File: src/rtl/flash_cmd_pkg.sv
package flash_cmd_pkg;
  typedef enum logic [2:0] {
    DEC_IDLE, DEC_UNL1, DEC_UNL2, DEC_PDATA, DEC_ERS1, DEC_ERS2, DEC_ERS3
  } dec_state_t;

  typedef enum logic [2:0] {
    ENG_IDLE, ENG_PROG, ENG_PRE, ENG_ERASE, ENG_VERIFY
  } eng_state_t;

  localparam logic [7:0] CMD_UNLOCK1 = 8'hAA;
  localparam logic [7:0] CMD_UNLOCK2 = 8'h55;
  localparam logic [7:0] CMD_PROGRAM = 8'hA0;
  localparam logic [7:0] CMD_ERASE   = 8'h80;
  localparam logic [7:0] CMD_SECTOR  = 8'h30;
  localparam logic [7:0] CMD_RESET   = 8'hF0;
  localparam logic [15:0] UNLOCK_ADDR1 = 16'h5555;
  localparam logic [15:0] UNLOCK_ADDR2 = 16'h2AAA;
endpackage

File: src/rtl/fcs_cell_array.sv
module fcs_cell_array #(
  parameter int SEC_W = 3,
  parameter int OFF_W = 2
) (
  input  logic                         clk,
  input  logic                         rst_n,
  input  logic                         wr_en,
  input  logic [SEC_W+OFF_W-1:0]       wr_idx,
  input  logic [7:0]                   wr_mask,
  input  logic                         ers_en,
  input  logic [SEC_W-1:0]             ers_sec,
  input  logic [(1<<SEC_W)-1:0]        prot,
  input  logic [SEC_W+OFF_W-1:0]       host_idx,
  output logic [7:0]                   host_q,
  input  logic [SEC_W+OFF_W-1:0]       eng_idx,
  output logic [7:0]                   eng_q
);
  localparam int IDX_W = SEC_W + OFF_W;
  localparam int NBYTE = 1 << IDX_W;
  localparam int SBYTE = 1 << OFF_W;

  logic [NBYTE*8-1:0] mem_flat;

  for (genvar g = 0; g < NBYTE; g++) begin : g_cell
    localparam int SECG = g / SBYTE;
    logic [7:0] cell_q;
    logic       hit_ers, hit_wr;
    assign hit_ers = ers_en && (ers_sec == SEC_W'(SECG));
    assign hit_wr  = wr_en && (wr_idx == IDX_W'(g));
    always_ff @(posedge clk or negedge rst_n) begin
      if (!rst_n)       cell_q <= 8'hFF;
      else if (hit_ers) cell_q <= 8'hFF;
      else if (hit_wr)  cell_q <= cell_q & wr_mask;
    end
    assign mem_flat[g*8 +: 8] = cell_q;
  end

  assign host_q = mem_flat[host_idx*8 +: 8];
  assign eng_q  = mem_flat[eng_idx*8 +: 8];

  assert_prot_write_R7: assert property (@(posedge clk) disable iff (!rst_n)
    wr_en |-> !prot[wr_idx[IDX_W-1 -: SEC_W]]);
  assert_prot_erase_R7: assert property (@(posedge clk) disable iff (!rst_n)
    ers_en |-> !prot[ers_sec]);
endmodule

File: src/rtl/fcs_cmd_decoder.sv
module fcs_cmd_decoder
  import flash_cmd_pkg::*;
#(
  parameter int ADDR_W = 15
) (
  input  logic              clk,
  input  logic              rst_n,
  input  logic              wr_stb,
  input  logic [ADDR_W-1:0] addr,
  input  logic [7:0]        data,
  input  logic              busy,
  input  logic              lv_det,
  output logic              start_prog,
  output logic              start_ers
);
  localparam logic [ADDR_W-1:0] A1 = ADDR_W'(UNLOCK_ADDR1);
  localparam logic [ADDR_W-1:0] A2 = ADDR_W'(UNLOCK_ADDR2);

  dec_state_t st_q, st_d;
  logic       take;

  assign take = wr_stb && !lv_det && !busy;

  always_comb begin
    st_d       = st_q;
    start_prog = 1'b0;
    start_ers  = 1'b0;
    if (take) begin
      st_d = DEC_IDLE;
      if (st_q == DEC_PDATA) begin
        start_prog = 1'b1;
      end else if (data != CMD_RESET) begin
        case (st_q)
          DEC_IDLE: if (data == CMD_UNLOCK1 && addr == A1) st_d = DEC_UNL1;
          DEC_UNL1: if (data == CMD_UNLOCK2 && addr == A2) st_d = DEC_UNL2;
          DEC_UNL2: begin
            if (data == CMD_PROGRAM && addr == A1) st_d = DEC_PDATA;
            else if (data == CMD_ERASE && addr == A1) st_d = DEC_ERS1;
          end
          DEC_ERS1: if (data == CMD_UNLOCK1 && addr == A1) st_d = DEC_ERS2;
          DEC_ERS2: if (data == CMD_UNLOCK2 && addr == A2) st_d = DEC_ERS3;
          DEC_ERS3: start_ers = (data == CMD_SECTOR);
          default:  st_d = DEC_IDLE;
        endcase
      end
    end
  end

  always_ff @(posedge clk or negedge rst_n) begin
    if (!rst_n) st_q <= DEC_IDLE;
    else        st_q <= st_d;
  end

  assert_lockout_R8: assert property (@(posedge clk) disable iff (!rst_n)
    (lv_det && wr_stb) |=> $stable(st_q));
  assert_busy_ignore_R11: assert property (@(posedge clk) disable iff (!rst_n)
    (busy && wr_stb) |=> $stable(st_q));
endmodule

File: src/rtl/fcs_algo_engine.sv
module fcs_algo_engine
  import flash_cmd_pkg::*;
#(
  parameter int ADDR_W    = 15,
  parameter int SEC_W     = 3,
  parameter int OFF_W     = 2,
  parameter int PROG_CYC  = 16,
  parameter int ERASE_CYC = 40
) (
  input  logic                   clk,
  input  logic                   rst_n,
  input  logic                   start_prog,
  input  logic                   start_ers,
  input  logic [ADDR_W-1:0]      cmd_addr,
  input  logic [7:0]             cmd_data,
  input  logic [(1<<SEC_W)-1:0]  prot,
  input  logic [7:0]             eng_q,
  output logic [SEC_W+OFF_W-1:0] eng_idx,
  output logic                   wr_en,
  output logic [7:0]             wr_mask,
  output logic                   ers_en,
  output logic [SEC_W-1:0]       ers_sec,
  output logic                   busy,
  output logic                   poll_bit
);
  localparam int MAXC  = (ERASE_CYC > PROG_CYC) ? ERASE_CYC : PROG_CYC;
  localparam int CNT_W = $clog2(MAXC + 1);
  localparam logic [CNT_W-1:0] PROG_LAST  = CNT_W'(PROG_CYC - 1);
  localparam logic [CNT_W-1:0] ERASE_LAST = CNT_W'(ERASE_CYC - 1);
  localparam logic [OFF_W-1:0] OFF_LAST   = '1;

  eng_state_t       st_q, st_d;
  logic [CNT_W-1:0] cnt_q, cnt_d;
  logic [SEC_W-1:0] sec_q, sec_d;
  logic [OFF_W-1:0] off_q, off_d;
  logic [7:0]       data_q, data_d;
  logic             ers_q, ers_d;
  logic [SEC_W-1:0] cmd_sec;

  assign cmd_sec = cmd_addr[ADDR_W-1 -: SEC_W];

  always_comb begin
    st_d = st_q; cnt_d = cnt_q; sec_d = sec_q; off_d = off_q;
    data_d = data_q; ers_d = ers_q;
    wr_en = 1'b0; ers_en = 1'b0;
    case (st_q)
      ENG_IDLE: begin
        if (start_prog && !prot[cmd_sec]) begin
          st_d = ENG_PROG; cnt_d = '0; sec_d = cmd_sec;
          off_d = cmd_addr[OFF_W-1:0]; data_d = cmd_data; ers_d = 1'b0;
        end else if (start_ers && !prot[cmd_sec]) begin
          st_d = ENG_PRE; cnt_d = '0; sec_d = cmd_sec;
          off_d = '0; data_d = 8'h00; ers_d = 1'b1;
        end
      end
      ENG_PROG: begin
        if (cnt_q == PROG_LAST) begin wr_en = 1'b1; st_d = ENG_VERIFY; end
        else cnt_d = cnt_q + 1'b1;
      end
      ENG_PRE: begin
        if (eng_q == 8'h00) begin
          cnt_d = '0;
          if (off_q == OFF_LAST) st_d = ENG_ERASE;
          else off_d = off_q + 1'b1;
        end else if (cnt_q == PROG_LAST) begin
          wr_en = 1'b1; cnt_d = '0;
        end else cnt_d = cnt_q + 1'b1;
      end
      ENG_ERASE: begin
        if (cnt_q == ERASE_LAST) begin
          ers_en = 1'b1; st_d = ENG_VERIFY; off_d = '0;
        end else cnt_d = cnt_q + 1'b1;
      end
      ENG_VERIFY: begin
        if (!ers_q || off_q == OFF_LAST) st_d = ENG_IDLE;
        else off_d = off_q + 1'b1;
      end
      default: st_d = ENG_IDLE;
    endcase
  end

  always_ff @(posedge clk or negedge rst_n) begin
    if (!rst_n) begin
      st_q <= ENG_IDLE; cnt_q <= '0; sec_q <= '0; off_q <= '0;
      data_q <= 8'h00; ers_q <= 1'b0;
    end else begin
      st_q <= st_d; cnt_q <= cnt_d; sec_q <= sec_d; off_q <= off_d;
      data_q <= data_d; ers_q <= ers_d;
    end
  end

  assign eng_idx  = {sec_q, off_q};
  assign wr_mask  = data_q;
  assign ers_sec  = sec_q;
  assign busy     = (st_q != ENG_IDLE);
  assign poll_bit = ers_q ? 1'b0 : ~data_q[7];

  assert_verify_prog_R3: assert property (@(posedge clk) disable iff (!rst_n)
    (st_q == ENG_VERIFY && !ers_q) |-> ((eng_q & ~data_q) == 8'h00));
  assert_verify_erase_R4: assert property (@(posedge clk) disable iff (!rst_n)
    (st_q == ENG_VERIFY && ers_q) |-> (eng_q == 8'hFF));
  assert_preprog_done_R5: assert property (@(posedge clk) disable iff (!rst_n)
    (st_q == ENG_PRE && st_d == ENG_ERASE) |-> (eng_q == 8'h00));
endmodule

File: src/rtl/flash_cmd_ctrl.sv
module flash_cmd_ctrl #(
  parameter int ADDR_W    = 15,
  parameter int SEC_W     = 3,
  parameter int OFF_W     = 2,
  parameter int PROG_CYC  = 16,
  parameter int ERASE_CYC = 40
) (
  input  logic                  clk,
  input  logic                  rst_n,
  input  logic                  ce_n,
  input  logic                  we_n,
  input  logic                  oe_n,
  input  logic [ADDR_W-1:0]     addr,
  input  logic [7:0]            dq_i,
  input  logic                  lv_det,
  input  logic [(1<<SEC_W)-1:0] prot,
  output logic [7:0]            dq_o,
  output logic                  dq_oe
);
  localparam int IDX_W = SEC_W + OFF_W;

  logic [1:0]       rs_q;
  logic             rst_i;
  logic             we_q, oe_q, tog_q;
  logic             wr_stb, rd_stb;
  logic             start_prog, start_ers, busy, poll_bit;
  logic             wr_en, ers_en;
  logic [7:0]       wr_mask, host_q, eng_q;
  logic [IDX_W-1:0] eng_idx, host_idx;
  logic [SEC_W-1:0] ers_sec;

  always_ff @(posedge clk or negedge rst_n) begin
    if (!rst_n) rs_q <= 2'b00;
    else        rs_q <= {rs_q[0], 1'b1};
  end
  assign rst_i = rs_q[1];

  always_ff @(posedge clk or negedge rst_i) begin
    if (!rst_i) begin
      we_q <= 1'b1; oe_q <= 1'b1; tog_q <= 1'b0;
    end else begin
      we_q <= we_n; oe_q <= oe_n;
      if (rd_stb && busy) tog_q <= ~tog_q;
    end
  end

  assign wr_stb   = !ce_n && !we_n && we_q;
  assign rd_stb   = !ce_n && !oe_n && we_n && oe_q;
  assign host_idx = {addr[ADDR_W-1 -: SEC_W], addr[OFF_W-1:0]};

  fcs_cmd_decoder #(.ADDR_W(ADDR_W)) u_dec (
    .clk(clk), .rst_n(rst_i), .wr_stb(wr_stb), .addr(addr), .data(dq_i),
    .busy(busy), .lv_det(lv_det), .start_prog(start_prog), .start_ers(start_ers));

  fcs_algo_engine #(.ADDR_W(ADDR_W), .SEC_W(SEC_W), .OFF_W(OFF_W),
                    .PROG_CYC(PROG_CYC), .ERASE_CYC(ERASE_CYC)) u_eng (
    .clk(clk), .rst_n(rst_i), .start_prog(start_prog), .start_ers(start_ers),
    .cmd_addr(addr), .cmd_data(dq_i), .prot(prot), .eng_q(eng_q),
    .eng_idx(eng_idx), .wr_en(wr_en), .wr_mask(wr_mask), .ers_en(ers_en),
    .ers_sec(ers_sec), .busy(busy), .poll_bit(poll_bit));

  fcs_cell_array #(.SEC_W(SEC_W), .OFF_W(OFF_W)) u_arr (
    .clk(clk), .rst_n(rst_i), .wr_en(wr_en), .wr_idx(eng_idx), .wr_mask(wr_mask),
    .ers_en(ers_en), .ers_sec(ers_sec), .prot(prot), .host_idx(host_idx),
    .host_q(host_q), .eng_idx(eng_idx), .eng_q(eng_q));

  assign dq_oe = !ce_n && !oe_n && we_n;
  assign dq_o  = busy ? {poll_bit, tog_q, 6'b0} : host_q;

  assert_toggle_R6: assert property (@(posedge clk) disable iff (!rst_i)
    (busy && rd_stb) |=> (tog_q != $past(tog_q)));
  assert_start_cause_R11: assert property (@(posedge clk) disable iff (!rst_i)
    $rose(busy) |-> $past(start_prog || start_ers));
endmodule

File: config.mk
export PLATFORM = sky130hd
export DESIGN_NAME = flash_cmd_ctrl
export DESIGN_NICKNAME = d
export VERILOG_FILES = /design/src/rtl/flash_cmd_pkg.sv /design/src/rtl/fcs_cell_array.sv /design/src/rtl/fcs_cmd_decoder.sv /design/src/rtl/fcs_algo_engine.sv /design/src/rtl/flash_cmd_ctrl.sv
export SDC_FILE = /design/constraint.sdc
export NUM_CORES = 1
export LEC_CHECK = 0
export ABC_AREA = 1
export BUFFER_PORTS_ARGS = -buffer_cell sky130_fd_sc_hd__buf_2
export CAP_MARGIN = 20
export CORE_ASPECT_RATIO = 1.2
export CORE_MARGIN = 2
export CORE_UTILIZATION = 30
export DETAILED_ROUTE_END_ITERATION = 10
export PLACE_DENSITY_LB_ADDON = 0.05
export RECOVER_POWER = 50
export SETUP_SLACK_MARGIN = 0.15
export SLEW_MARGIN = 10
export SYNTH_ARGS = -nofsm -noshare
export SYNTH_HDL_FRONTEND = slang
export SYNTH_SLANG_ARGS = --single-unit
File: constraint.sdc
create_clock -name clk -period 10.1 [get_ports clk]
set_input_delay 2.02 -clock clk [delete_from_list [all_inputs] [get_ports clk]]
set_output_delay 2.02 -clock clk [all_outputs]
set_load 0.03 [all_outputs]
# --- Yosys cells after proc, flatten, opt, wreduce, memory -nomap -nowiden ---
# Index checks and enable logic that the tools add are counted.
word_totals:
  in_bits: 37
  output_inout_bits: 9
  word_cells: 374
  ff_bits: 287
classes:
  n_shift: 2
  muxes: 116
  n_eq_ne: 69
  magnitude_cmp: 1
  addsub: 2
  bitwise: 34
  n_reduce_logical: 107
op_table:
  columns: ["op", "n"]
  rows:
  - ["$mux W8", 67]
  - ["$shiftx A256 B9 Y8", 2]
  - ["$and A8 B8 Y8", 32]
  - ["$eq A5 B5 Y1 const B", 16]
  - ["$reduce_bool A2 Y1", 33]
  - ["$logic_and A1 B1 Y1", 54]
  - ["$mux W3", 15]
  - ["$eq A5 B4 Y1 const B", 8]
  - ["$mux W6", 6]
  - ["$pmux W3 S5", 2]
  - ["$eq A3 B3 Y1 const B", 8]
  - ["$eq A8 B8 Y1 const B", 3]
  - ["$pmux W6 S4", 1]
  - ["$eq A5 B3 Y1 const B", 4]
  - ["$eq A3 B2 Y1 const B", 6]
  - ["$eq A15 B14 Y1 const B", 1]
  - ["$eq A15 B15 Y1 const B", 1]
  - ["$mux W1", 15]
  - ["$mux W2", 7]
  - ["$reduce_and A6 Y1", 2]
  - ["$eq A5 B2 Y1 const B", 2]
  - ["$ne A2 B1 Y1 const B", 5]
  - ["$eq A3 B1 Y1 const B", 3]
  - ["$logic_not A3 Y1", 3]
  - ["24 further kinds", 35]

# --- Depth between registers and ports, before layout ---
logic_depth:
  word_depth: 10
  depth_mapped: 19
  ltp_nobuf: 15

# --- By module ---
# A second synthesis with hierarchy kept.
hier_totals:
  hier_cells: 2457
  hier_area_um2: 16953.8
by_module_without_submodules:
  columns: ["module", "n_inst", "seq_area_each_um2", "cells_per_inst", "area_each_um2"]
  rows:
  - ["fcs_cell_array", 1, 6726.5, 2119, 14734.1]
  - ["fcs_algo_engine", 1, 575.6, 203, 1412.6]
  - ["fcs_cmd_decoder", 1, 75.1, 101, 543.0]
  - ["flash_cmd_ctrl", 1, 127.6, 34, 264.0]

# --- Worst setup path after synthesis ---
# OpenSTA, ideal clock, no wires.
synth_path:
  path_kind: "input -> output"
  from: "in addr[0]"
  to: "out dq_o[3]"
  cell_stages: 10
  setup_slack_ns: 4.231
  path_buffers: 3
  t_arrival_ns: 3.849
  required_time_ns: 8.080
  cell_sequence: "clkbuf_1 inv_1 clkbuf_1 clkbuf_1 o21ai_0 o211ai_1 nand3_1 nand3_1 nand2_1 a31oi_1"
synth_between:
  elab_chain_cells: 2
synth_rtl:
  columns: ["element", "line", "rtl"]
  rows:
  - ["start: declaration", "flash_cmd_ctrl.sv:13", "input logic [ADDR_W-1:0] addr,"]
  - ["$shiftx A256 B9 Y8", "fcs_cell_array.sv:38", "assign host_q = mem_flat[host_idx*8 +: 8];"]
  - ["$mux W8", "flash_cmd_ctrl.sv:68", "assign dq_o = busy ? {poll_bit, tog_q, 6'b0} : host_q;"]
  - ["end: declaration", "flash_cmd_ctrl.sv:17", "output logic [7:0] dq_o,"]
# No other way between the ends.

# --- Final worst setup path ---
layout_path:
  from: "in addr[0]"
  to: "out dq_o[7]"
# The elaborated chain is that of the path after synthesis.

==> impl_metrics.json <==
{
  "status": "complete, but fails checks",
  "violations": "max-capacitance violations, max-slew violations",
  "htree_levels": 2,
  "die_w_um": 220,
  "start_util": 0.303,
  "holdPathEnd": "rs_q[1]",
  "max_slew_margin": -1.28,
  "grt_overflow": 0,
  "clockRootBuffer": "clkbuf_16",
  "hold_viol_final": 0,
  "rows": 95,
  "cts_buffers": 37,
  "p_sw_frac": 0.364,
  "postSynthAreaPerCell_um2": 7.11,
  "worstSetupPathType": "input pin to output port",
  "drt_wl_total_um": 68300,
  "synth_warnings": 0,
  "setup_tns_ns": 0,
  "hp-start": "rs_q[0]",
  "crit_chain": "buf_4 > clkinv_2 > buf_4 > a21oi_1 > o21ai_0 > nand3_1 > a31oi_1 > o21ai_0 > nand2_1 > o31ai_1 > buf_2",
  "setup_viol": 0,
  "crit_buf_inv": 4,
  "cpLargestDelayFamily": "buffers and inverters",
  "layout_common_cells": "nand2_1, nand3_1, dfstp_2, inv_1, o21ai_0",
  "worst_ep_arrival_time_ns": 5.44,
  "core_um2": 55700,
  "synth_edf_count": 0,
  "wl_per_cell_um": 22.0,
  "regToRegSetupSlack_ns": 3.67,
  "worst_pin_slew_ns": 3.42,
  "netlist_area_um2": 16900,
  "viasPerCell": 5.23,
  "skew_ns": 0.0243,
  "hold_path.class": "register to register",
  "ioPinCount": 46,
  "num_antenna_cells": 0,
  "whs_ns": 0.355,
  "whs_path_depth": 0,
  "synthCells": 2371,
  "slowest_stage": "clkinv_2",
  "regToRegEndpoint": "u_arr.g_cell[16].cell_q[6]",
  "die_y_um": 264,
  "die_area_um2": 58100,
  "dp_worst_setup_slack_ns": 2.66,
  "powerDensity_nw_per_um2": 178,
  "seq_power_share": 0.366,
  "power.share.combinational": 0.249,
  "p_clk_frac": 0.386,
  "reg2regPathDepth": 15,
  "nNetsFinal": 2393,
  "cts-resized-gates": 0,
  "path_clk_slew_ns": 0.05,
  "synth_ff_type": "dfstp_2",
  "grt_pass1_wl_um": 104000,
  "power_mw": 3.35,
  "fin_util": 0.337,
  "clk_latency_ns": 0.57,
  "clockBufferDepth": 3,
  "slew_violations": 196,
  "cts_hold_buf": 0,
  "synth_cell_types": 36,
  "switchingPower_mw": 1.22,
  "rr_startpoint": "u_eng.off_q[1]",
  "ys_seq_elements": 287,
  "leakagePower_nw": 8.39,
  "area_growth_pct": 11.4,
  "cts_tree": "done",
  "vias": 16200,
  "ant_nets": 0,
  "finalInstanceArea_um2": 18800,
  "drtIter0Drc": 1153,
  "critPathMaxFanout": 65,
  "drive_gt1_frac": 0.176,
  "nFillCells": 6058,
  "final_common_cell": "nand2_1",
  "postCtsSetupRepairBufs": 0,
  "track_usage": 0.238,
  "max_clock_freq_ghz": 0.134,
  "vdd_ir_drop_max_mv": 0.126,
  "multi_input_area_um2": 7810,
  "antenna_found_initial": 0,
  "stdcell_count": 3101,
  "io_buffers": 45,
  "cp-start-kind": "input pin",
  "place_hpwl_um": 43200,
  "synth_async_sr_flop_share": 1.00,
  "period_share": 0.738,
  "yosysSeqAreaShare": 0.445,
  "place_area_um2": 17600,
  "intPower_mw": 2.13,
  "first_global_vias": 16200,
  "grt_max_degree": 145,
  "layout.area.seq_um2": 7510,
  "critPathCaptureType": "output port",
  "drc": 0,
  "slowest_delay_ns": 0.81,
  "fin_crit_ns": 7.46,
  "dr.pass1.iters": 6,
  "dp_cells": 3027,
  "required_ns": 8.08,
  "grt_setup_unrepaired": "no",
  "max-cap-violations": 4,
  "numClockSinks": 287,
  "synthesis.nets": 2413,
  "setup_ws_ns": 2.64,
  "finalWeightedCongestion": 0.845
}
[layout make-up]
class                           instances  share of cell area
Multi-Input combinational cell       1731               0.416
Clock inverter                          3            0.000999
Clock buffer                           59              0.0597
Sequential cell                       287               0.400
Inverter                              191              0.0382
Timing Repair Buffer                  103              0.0372
Tap cell                              727              0.0484
[how the worst max path moves through the flow]
stage                  from       to  slack, ns  cells after the start
global route        addr[0]  dq_o[7]       2.40                     11
detailed placement  addr[0]  dq_o[7]       2.66                     11
floorplan           rs_q[1]    tog_q       1.96                      0
CTS                 addr[0]  dq_o[7]       2.66                     11
finish              addr[0]  dq_o[7]       2.64                     11
global placement    addr[0]  dq_o[7]       2.63                     11
[registers in the layout, summed over array words and instances, names as in the netlist]
register,count
u_dec.st_q,3
u_eng.wr_mask,8
u_arr.g_cell.cell_q,256
u_eng.cnt_q,6
u_eng.off_q,2
u_eng.st_q,3
oe_q,1
tog_q,1
u_eng.ers_sec,3
rs_q,2
we_q,1
u_eng.ers_q,1
[metal layers]
layer,track usage,part of all wire,vias up
met4,0.0929,0.040,0
met2,0.412,0.50,397
met3,0.0294,0.042,122
met1,0.298,0.42,7977
met5,0,0,-
li1,-,-,7717
[power groups by stage]
| stage | logic, mW | registers (mW) | clock network [mW] |
|---|---|---|---|
| CTS | 0.834 | 1.22 | 1.34 |
| detailed placement | 0.830 | 1.24 | 0 |
| global route | 0.904 | 1.23 | 1.38 |
| floorplan | 0.504 | 1.23 | 0 |
| finish | 0.833 | 1.22 | 1.29 |
| global placement | 0.829 | 1.24 | 0 |
[synth_stat cells (3+ instances only)]
master     number  area share
nor3_1         53       0.016
o22ai_1        11      0.0041
a21oi_1       101       0.030
buf_4           4      0.0018
nand3_1       415        0.12
o221ai_1       10      0.0052
inv_1         181       0.040
buf_6          28       0.019
clkbuf_1       78       0.017
clkinv_1        4     0.00089
dfstp_2       258        0.40
nand4_1        11      0.0041
o2111ai_1       3      0.0016
buf_2          18      0.0053
nor4_1          7      0.0026
dfrtp_1        29       0.043
a31oi_1         8      0.0030
buf_1          34      0.0076
inv_2           6      0.0013
nor2_1        122       0.027
o211ai_1       32       0.014
ha_1            5      0.0037
nand2_1       776        0.17
o21ai_0       145       0.043
xor2_1          3      0.0016
o21ai_1        15      0.0045
or2_0           3      0.0011
[kinds of logic after synthesis]
logic type | after synthesis | share of synthesized area
flip-flops | 287 | 0.445
AND/OR/NAND/NOR | 1394 | 0.349
other | 1 | 0.000222
AO/OA/AOI/OAI | 327 | 0.106
multiplexers | 1 | 0.000668
XOR/XNOR | 3 | 0.00156
buffers and inverters | 353 | 0.0932
adder cells (fa/ha/maj) | 5 | 0.00371
Note: power is estimated with default switching activity, not from simulation.
